**config.mk**
```make
export PLATFORM = sky130hd
export DESIGN_NAME = dsearch_ctrl
export DESIGN_NICKNAME = d
export VERILOG_FILES = /design/src/rtl/dsearch_ctrl.sv
export SDC_FILE = /design/constraint.sdc
export NUM_CORES = 1
export LEC_CHECK = 0
export ABC_AREA = 1
export BUFFER_PORTS_ARGS = -buffer_cell sky130_fd_sc_hd__clkbuf_2
export CORE_ASPECT_RATIO = 0.8
export CORE_UTILIZATION = 50
export CTS_CLUSTER_DIAMETER = 50
export DETAILED_ROUTE_END_ITERATION = 12
export MAX_ROUTING_LAYER = met4
export PLACE_DENSITY = 0.81
export SETUP_SLACK_MARGIN = 0.2
export SLEW_MARGIN = 20
export SYNTH_ARGS = -nofsm -noshare
export SYNTH_HDL_FRONTEND = slang
export SYNTH_SLANG_ARGS = --single-unit
```
**constraint.sdc**
```tcl
create_clock -name clk -period 6.2 [get_ports clk]
set_input_delay 1.24 -clock clk [delete_from_list [all_inputs] [get_ports clk]]
set_output_delay 1.24 -clock clk [all_outputs]
set_load 0.1 [all_outputs]
```
**src/rtl/dsearch_ctrl.sv**
```systemverilog
module dsearch_ctrl #(
  parameter int SW       = 16,
  parameter int MAX_ITER = 20,
  parameter int MVW      = 8
) (
  input  logic                  clk,
  input  logic                  rst_n,
  input  logic                  start,
  input  logic                  sad_valid,
  input  logic [9*SW-1:0]       sad_in,
  output logic                  cmd_valid,
  output logic [1:0]            cmd_kind,
  output logic [3:0]            cmd_idx,
  output logic                  mv_done,
  output logic signed [MVW-1:0] mv_x,
  output logic signed [MVW-1:0] mv_y,
  output logic [SW-1:0]         best_sad
);
  localparam int KW = SW + 5;
  localparam int IW = $clog2(MAX_ITER + 1);
  localparam logic [1:0] K_SMALL = 2'd0, K_VERT = 2'd1, K_EDGE = 2'd2, K_STOP = 2'd3;
  localparam logic [1:0] M_FIRST = 2'd0, M_CONT = 2'd1, M_SMALL = 2'd2;

  function automatic logic signed [2:0] ofx(input logic [3:0] k);
    case (k)
      4'd1, 4'd6: return -3'sd1;
      4'd2, 4'd7: return 3'sd1;
      4'd3:       return -3'sd2;
      4'd5:       return 3'sd2;
      default:    return 3'sd0;
    endcase
  endfunction

  function automatic logic signed [2:0] ofy(input logic [3:0] k);
    case (k)
      4'd0:       return -3'sd2;
      4'd1, 4'd2: return -3'sd1;
      4'd6, 4'd7: return 3'sd1;
      4'd8:       return 3'sd2;
      default:    return 3'sd0;
    endcase
  endfunction

  function automatic logic signed [2:0] sfx(input logic [3:0] k);
    return (k == 4'd1) ? -3'sd1 : (k == 4'd2) ? 3'sd1 : 3'sd0;
  endfunction

  function automatic logic signed [2:0] sfy(input logic [3:0] k);
    return (k == 4'd0) ? -3'sd1 : (k == 4'd3) ? 3'sd1 : 3'sd0;
  endfunction

  function automatic logic fresh(input logic [3:0] k, input logic signed [2:0] mx,
                                 input logic signed [2:0] my);
    logic signed [3:0] sx, sy;
    logic [3:0] ax, ay;
    sx = ofx(k) + mx;
    sy = ofy(k) + my;
    ax = (sx < 0) ? 4'(-sx) : 4'(sx);
    ay = (sy < 0) ? 4'(-sy) : 4'(sy);
    return (ax + ay) > 4'd2;
  endfunction

  function automatic logic [KW-1:0] pick(input logic [KW-1:0] a, input logic [KW-1:0] b);
    return (b < a) ? b : a;
  endfunction

  logic                  active, pending;
  logic [1:0]            mode;
  logic signed [MVW-1:0] cx, cy;
  logic signed [2:0]     mlx, mly;
  logic [IW-1:0]         iter;
  logic [3:0]            vpipe;
  logic [KW-1:0]         key [9];
  logic [KW-1:0]         sa [9];
  logic [KW-1:0]         sb [5];
  logic [KW-1:0]         sc [3];
  logic [KW-1:0]         sd [2];

  wire accept = sad_valid && active && !pending && !start;

  always_comb begin
    for (int k = 0; k < 9; k++) begin
      logic live;
      live = (mode == M_FIRST) || (mode == M_CONT && fresh(4'(k), mlx, mly)) ||
             (mode == M_SMALL && k < 4);
      if (k == 4 && mode != M_FIRST) key[k] = {best_sad, 1'b0, 4'd4};
      else if (live)                 key[k] = {sad_in[k*SW +: SW], 1'b1, 4'(k)};
      else                           key[k] = '1;
    end
  end

  always_ff @(posedge clk) begin
    for (int k = 0; k < 9; k++) sa[k] <= key[k];
    for (int k = 0; k < 4; k++) sb[k] <= pick(sa[2*k], sa[2*k+1]);
    sb[4] <= sa[8];
    sc[0] <= pick(sb[0], sb[1]);
    sc[1] <= pick(sb[2], sb[3]);
    sc[2] <= sb[4];
    sd[0] <= pick(sc[0], sc[1]);
    sd[1] <= sc[2];
  end

  wire [KW-1:0] win   = pick(sd[0], sd[1]);
  wire [3:0]    w_idx = win[3:0];
  wire [SW-1:0] w_sad = win[KW-1:5];
  wire          w_vtx = (w_idx == 4'd0) || (w_idx == 4'd3) || (w_idx == 4'd5) || (w_idx == 4'd8);

  always_ff @(posedge clk or negedge rst_n) begin
    if (!rst_n) begin
      active <= 1'b0; pending <= 1'b0; mode <= M_FIRST; vpipe <= '0;
      cx <= '0; cy <= '0; mlx <= '0; mly <= '0; iter <= '0;
      cmd_valid <= 1'b0; cmd_kind <= K_SMALL; cmd_idx <= '0;
      mv_done <= 1'b0; mv_x <= '0; mv_y <= '0; best_sad <= '0;
    end else begin
      cmd_valid <= 1'b0;
      mv_done   <= 1'b0;
      vpipe     <= start ? 4'b0 : {vpipe[2:0], accept};
      if (start) begin
        active <= 1'b1; pending <= 1'b0; mode <= M_FIRST;
        cx <= '0; cy <= '0; mlx <= '0; mly <= '0; iter <= '0;
      end else begin
        if (accept) pending <= 1'b1;
        if (vpipe[3]) begin
          pending   <= 1'b0;
          cmd_valid <= 1'b1;
          cmd_idx   <= w_idx;
          best_sad  <= w_sad;
          if (mode == M_SMALL) begin
            cmd_kind <= K_STOP;
            mv_done  <= 1'b1;
            mv_x     <= cx + sfx(w_idx);
            mv_y     <= cy + sfy(w_idx);
            active   <= 1'b0;
          end else begin
            cx  <= cx + ofx(w_idx);
            cy  <= cy + ofy(w_idx);
            mlx <= ofx(w_idx);
            mly <= ofy(w_idx);
            if (w_idx == 4'd4 || iter == IW'(MAX_ITER)) begin
              cmd_kind <= K_SMALL;
              mode     <= M_SMALL;
            end else begin
              cmd_kind <= w_vtx ? K_VERT : K_EDGE;
              mode     <= M_CONT;
              iter     <= iter + 1'b1;
            end
          end
        end
      end
    end
  end
endmodule

```
* Word-level counts from Yosys, hierarchy flattened
Memory sizes are Yosys's and may differ from the RTL's.
Index checks and enable logic that the tools add are counted.
** Word-level totals
- Bits in writable memories :: 399
- Memories :: 4
- Flip-flop bits (word level) :: 75
- Output and inout bits :: 40
** Memory list
- sa :: words 9, width 21, read ports 9, clocked after memory_dff 0, write ports 9, line 74 : logic [KW-1:0] sa [9];
- sb :: words 5, width 21, read ports 5, clocked after memory_dff 0, write ports 5, line 75 : logic [KW-1:0] sb [5];
- sc :: words 3, width 21, read ports 3, clocked after memory_dff 0, write ports 3, line 76 : logic [KW-1:0] sc [3];
- sd :: words 2, width 21, read ports 2, clocked after memory_dff 0, write ports 2, line 77 : logic [KW-1:0] sd [2];
** Operators by class
- Mux-type cells :: 71
- Equality and inequality tests :: 13
- Reduce and logical (&&, ||, !) cells :: 46
- Bitwise gates (word level) :: 1
- Add/subtract/negate cells :: 32
- $lt $le $gt $ge :: 27
** Operator list (number)
- $mux 21 :: 18
- $lt 21x21->1 :: 8
- $mux 8 :: 6
- $mux 4 :: 11
- $add 4x4->4 :: 9
- $gt 4x2->1 const B :: 9
- $add 8x3->8 :: 4
- $lt 4x1->1 const B :: 8
- $neg 4->4 :: 8
- $mux 3 :: 10
- $pmux 3 s4 :: 2
- $mux 5 :: 4
- $logic_or 1x1->1 :: 17
- $add 2x3->4 const A :: 4
- $eq 4x3->1 const B :: 4
- $mux 2 :: 7
- $mux 1 :: 13
- $logic_and 1x1->1 :: 12
- $add 1x3->4 const A :: 2
- $add 3x3->4 const A :: 2
- $eq 4x2->1 const B :: 2
- $neg 3->4 :: 2
- $reduce_or 2->1 :: 4
- $lt 3x1->1 const B :: 2
- 15 further kinds :: 22

* Depth between registers and ports, before layout
- Depth after elaboration :: 12
- Gate-level depth with buffers :: 28
- Mapped depth without buffers :: 27

* Worst setup path before layout
Ideal clock, no wire load.
- Path type :: register to register
- From :: mem sd[0][2] in the netlist's numbering
- To :: reg cx[6]
- Library setup time :: 139 ps
- Stages on the path, launching flop included :: 22
- Arrival :: 3076 ps
- Path buffers :: 1
- Slack :: 2985 ps
- Required time :: 6061 ps
- Cell sequence :: dfxtp_1 > inv_1 > ha_1 > nand2_1 > nor2_1 > nand2_1 > nand3b_1 > nand2_1 > nand3_2 > buf_6 > nand3_1 > nor2_4 > a21oi_1 > o21ai_2 > ha_1 > fa_1 > a31oi_1 > or2_2 > nand2_1 > a21oi_1 > xor2_1 > o31ai_1
** RTL lines
- from (decl) :: line 77
- to (signal assigned) :: line 135 : cx <= cx + ofx(w_idx);
- to (decl) :: line 69 : logic signed [MVW-1:0] cx, cy;

==> flow_summary.ini <==
[outcome]
outcome = finished clean

[global_route]
grt-ovfl-total = 0
grt_antenna_before_repair = 1
first_pass_grt_wire_length_um = 68020
global_route.usage.total_pct = 23.03
first_global_vias = 13810
largest_net_degree_at_the_start_of_global_routing = 76

[setup_path]
worst_r2r_startpoint = sd[0][2]
crit_required_ns = 6.66
crit_type = reg2reg
setup.worst_path.end_class = flip-flop
worstSetupStartpoint = sd[0][2]
timing.critical_path.from_type = flip-flop
worstRegToRegCells = 22
cp_max_fo = 40
worstPathArrival_ns = 4.76

[layout]
final_stage_net_count = 2667
area_delta_synth_final_pct = 14.59
layout-drive-gt1-share_pct = 15.67
final.fill_count = 3048

[route]
routed_wire_length_per_instance_um = 15.08
drcViolationCount = 0
dr.first_iter.drc_count = 1029
dr_total_vias = 14110
antenna_violating_nets_post_route = 0
detail_route.wirelength_um = 42490
drt-pass1-iter-count = 5
vias_per_cell = 5.009

[timing]
final_clock_period_utilization_by_the_worst_path_pct = 69.30
hold_viol = 0
timing.final.setup_violations = 0
maxSlewHeadroom_pct = 35.13
setup_tns_ns = 0
finalMaxSlewViolations = 0
layout_min_cycle_time_ns = 4.297
achievable-frequency_ghz = 0.2327
clock-skew-final_ns = 0.01607
worst-slew-pin-transition_ns = 0.9720
rsz0062_at_grt = false

[synth]
synth_ff_type = sky130_fd_sc_hd__dfxtp_1
synth_area_um2 = 18550
proportion_of_netlist_area_held_by_the_largest_area_contributor_pct = 36.47
number_of_flops_mapped_to_enable_cells_by_yosys = 0
sequential_share_of_the_synthesized_area_pct = 46.59
synthArstFlopShare_pct = 18.16
synthDominantAreaCellType = sky130_fd_sc_hd__dfxtp_1
synth.ff_latch_count = 413
synth_area_per_cell_um2 = 8.751
number_of_instances_in_the_synthesized_netlist = 2120
synth.net_count = 2484
yosysWarnings = 0
library_cells_used_by_synthesis = 52
synth.area.top_cells = sky130_fd_sc_hd__dfxtp_1 36%, sky130_fd_sc_hd__ha_1 14%, sky130_fd_sc_hd__dfrtp_1 10%

[power]
max-vdd-ir-drop_uv = 585.5
fin_total_pwr_mw = 8.395
cell_area_power_density_nw_per_um2 = 394.9
clockPowerShare_pct = 30.2
total_leakage_power_nw = 11.06
seq_power_share_pct = 40.3
comb_power_share_pct = 29.5
power.internal_mw = 5.310
total_switching_power_mw = 3.085
p_sw_share_pct = 36.75

[clock_tree]
tritoncts.num_buffers = 43
clockRootBuffer = sky130_fd_sc_hd__clkbuf_16
tritoncts = done
postCtsSetupBuffers = 0
cts.htree.levels = 2
clk_pin_slew_ns = 0.06
clkLatencyLatePin_ns = 0.55
clock_path_buffers = 3
post_cts_resize_count = 0
cts.sinks = 413
post_cts_hold_buffer_count = 0

[worst_hold_path]
min_path_type = reg2reg
hold-path-cell-count = 0
holdCritStartpoint = sa[0][185]

[floorplanning]
floorplan.core_area_um2 = 36230
start_util_pct = 51.21
die_h_um = 174.3
die_area_um2 = 37880
die-width_um = 217.4
io_pins = 188
placement_rows = 62

[placement]
numPortBuffers = 187
dpl_wire_length_um = 32760
routabilityCongestion = 0.9274

[flow_run]
max-cap-violations = 0
-- synthesized netlist by cell type (3+ instances only) --
library cell / instances
sky130_fd_sc_hd__nand2_2: 11
sky130_fd_sc_hd__nand4_1: 8
sky130_fd_sc_hd__dfrtp_1: 75
sky130_fd_sc_hd__clkbuf_1: 35
sky130_fd_sc_hd__a22o_1: 3
sky130_fd_sc_hd__dfxtp_1: 338
sky130_fd_sc_hd__nor2_2: 3
sky130_fd_sc_hd__o2111ai_1: 5
sky130_fd_sc_hd__a21o_1: 11
sky130_fd_sc_hd__nand3_1: 42
sky130_fd_sc_hd__o21ai_1: 9
sky130_fd_sc_hd__inv_2: 9
sky130_fd_sc_hd__buf_2: 9
sky130_fd_sc_hd__o21a_1: 9
sky130_fd_sc_hd__o211ai_1: 4
sky130_fd_sc_hd__xor2_1: 25
sky130_fd_sc_hd__or2_2: 68
sky130_fd_sc_hd__fa_1: 12
sky130_fd_sc_hd__nor2_1: 77
sky130_fd_sc_hd__or2_1: 18
sky130_fd_sc_hd__o21ai_2: 4
sky130_fd_sc_hd__o21ai_0: 233
sky130_fd_sc_hd__xnor2_1: 17
sky130_fd_sc_hd__a2111oi_0: 3
sky130_fd_sc_hd__a211oi_1: 3
sky130_fd_sc_hd__nand2_1: 401
sky130_fd_sc_hd__a31oi_1: 3
sky130_fd_sc_hd__o311ai_0: 4
sky130_fd_sc_hd__o31ai_1: 4
sky130_fd_sc_hd__ha_1: 204
sky130_fd_sc_hd__nor3_1: 11
sky130_fd_sc_hd__a21oi_1: 110
sky130_fd_sc_hd__nand3b_1: 19
sky130_fd_sc_hd__buf_6: 5
sky130_fd_sc_hd__inv_1: 303
sky130_fd_sc_hd__nand3_2: 3
-- stage by stage --
stage | std cells | hold slack (ns) | cell area [um^2] | worst slack [ns] | util, %
2_1_floorplan | 2120 | 0.3096 | 18550 | 2.985 | -
4_1_cts | 2816 | 0.3260 | 21250 | 1.959 | 58.66
3_5_place_dp | 2738 | 0.3121 | 19840 | 1.976 | 54.77
5_1_grt | 2817 | 0.3257 | 21260 | 1.469 | 58.68
3_3_place_gp | 2738 | 0.3100 | 19840 | 2.173 | 54.77
6_report | 2817 | 0.3208 | 21260 | 1.903 | 58.68
-- worst max-delay path, cell delays in order (launching register included) --
cell,delay [ns]
sky130_fd_sc_hd__dfxtp_1,0.39
sky130_fd_sc_hd__inv_1,0.11
sky130_fd_sc_hd__ha_1,0.33
sky130_fd_sc_hd__nand2_1,0.07
sky130_fd_sc_hd__nor2_1,0.04
sky130_fd_sc_hd__nand2_1,0.06
sky130_fd_sc_hd__nand3b_1,0.08
sky130_fd_sc_hd__nand2_1,0.09
sky130_fd_sc_hd__nand3_2,0.61
sky130_fd_sc_hd__nand2_1,0.36
sky130_fd_sc_hd__nand3_2,0.15
sky130_fd_sc_hd__nor2_2,0.34
sky130_fd_sc_hd__nor2_1,0.14
sky130_fd_sc_hd__inv_1,0.08
sky130_fd_sc_hd__ha_1,0.16
sky130_fd_sc_hd__inv_1,0.06
sky130_fd_sc_hd__fa_1,0.39
sky130_fd_sc_hd__o21ai_0,0.23
sky130_fd_sc_hd__nand2_1,0.11
sky130_fd_sc_hd__nand2_1,0.07
sky130_fd_sc_hd__a21oi_1,0.07
sky130_fd_sc_hd__xor2_1,0.14
sky130_fd_sc_hd__o21ai_0,0.14
-- layout by cell type (no fill, tap or decap), types with 12 or more instances in the layout --
master	instances
sky130_fd_sc_hd__nand2_1	401
sky130_fd_sc_hd__dfxtp_1	338
sky130_fd_sc_hd__inv_1	303
sky130_fd_sc_hd__o21ai_0	233
sky130_fd_sc_hd__ha_1	204
sky130_fd_sc_hd__clkbuf_2	186
sky130_fd_sc_hd__a21oi_1	110
sky130_fd_sc_hd__nor2_1	76
sky130_fd_sc_hd__dfrtp_1	75
sky130_fd_sc_hd__or2_2	68
sky130_fd_sc_hd__clkbuf_16	45
sky130_fd_sc_hd__nand3_1	42
sky130_fd_sc_hd__xor2_1	25
sky130_fd_sc_hd__nand3b_1	19
sky130_fd_sc_hd__or2_1	18
sky130_fd_sc_hd__xnor2_1	17
sky130_fd_sc_hd__fa_1	12
-- sequential cells by signal, indices dropped and copies added (netlist names) --
register,flops
cmd_valid,1
best_sad,16
sd,38
cy,8
vpipe,4
mv_x,8
sc,56
cmd_idx,4
mode,2
iter,5
mv_y,8
mlx,3
cx,8
mv_done,1
pending,1
mly,3
sb,90
sa,154
cmd_kind,2
active,1
-- cell families (layout without fill, tap and decap cells) --
logic type | after synthesis | after routing | synth area share (%)
simple gates | 671 | 671 | 16.38
flops | 413 | 413 | 46.59
compound gates | 410 | 410 | 11.96
buf+inv | 364 | 580 | 7.790
fa+ha+maj | 216 | 216 | 15.05
xor+xnor | 44 | 44 | 2.158
other cells | 1 | 2 | 0.02021
mux | 1 | 1 | 0.05396
-- power groups by stage --
| stage | registers (mW) | clock network [mW] | logic (mW) |
|---|---|---|---|
| global route | 3.42 | 2.71 | 2.74 |
| detailed placement | 3.43 | 0 | 2.44 |
| CTS | 3.38 | 2.57 | 2.45 |
| floorplan | 3.80 | 0 | 1.40 |
| global placement | 3.42 | 0 | 2.34 |
| finish | 3.39 | 2.53 | 2.47 |
-- path summary, 6_finish.rpt --
path / to / slack (ns)
min in group asynchronous: mv_x[3] / 0.84
min: sb[0][101] / 0.32
max: mv_y[6] / 1.90
min reg2reg: sb[0][101] / 0.32
max reg2reg: mv_y[6] / 1.90
max in group asynchronous: best_sad[14] / 4.74
-- layout make-up --
class | instances | area [um^2] | area share, %
flip-flops and latches | 413 | 8643 | 40.66
multi-input cells | 1343 | 8471 | 39.85
clock buffers | 63 | 1274 | 5.992
inverters | 312 | 1171 | 5.509
repair buffers | 190 | 960.9 | 4.520
well taps | 480 | 600.6 | 2.825
clock inverters | 15 | 135.1 | 0.6357
diodes | 1 | 2.502 | 0.01177
-- metal layers --
metal	global-route usage [%]	vias to the layer above	part of all wire, %
li1	-	7189	-
met1	30.55	6486	47
met2	35.45	373	44
met3	4.707	61	6.5
met4	6.602	0	2.2
met5	-	-	0
(Power assumes the default switching activity.)
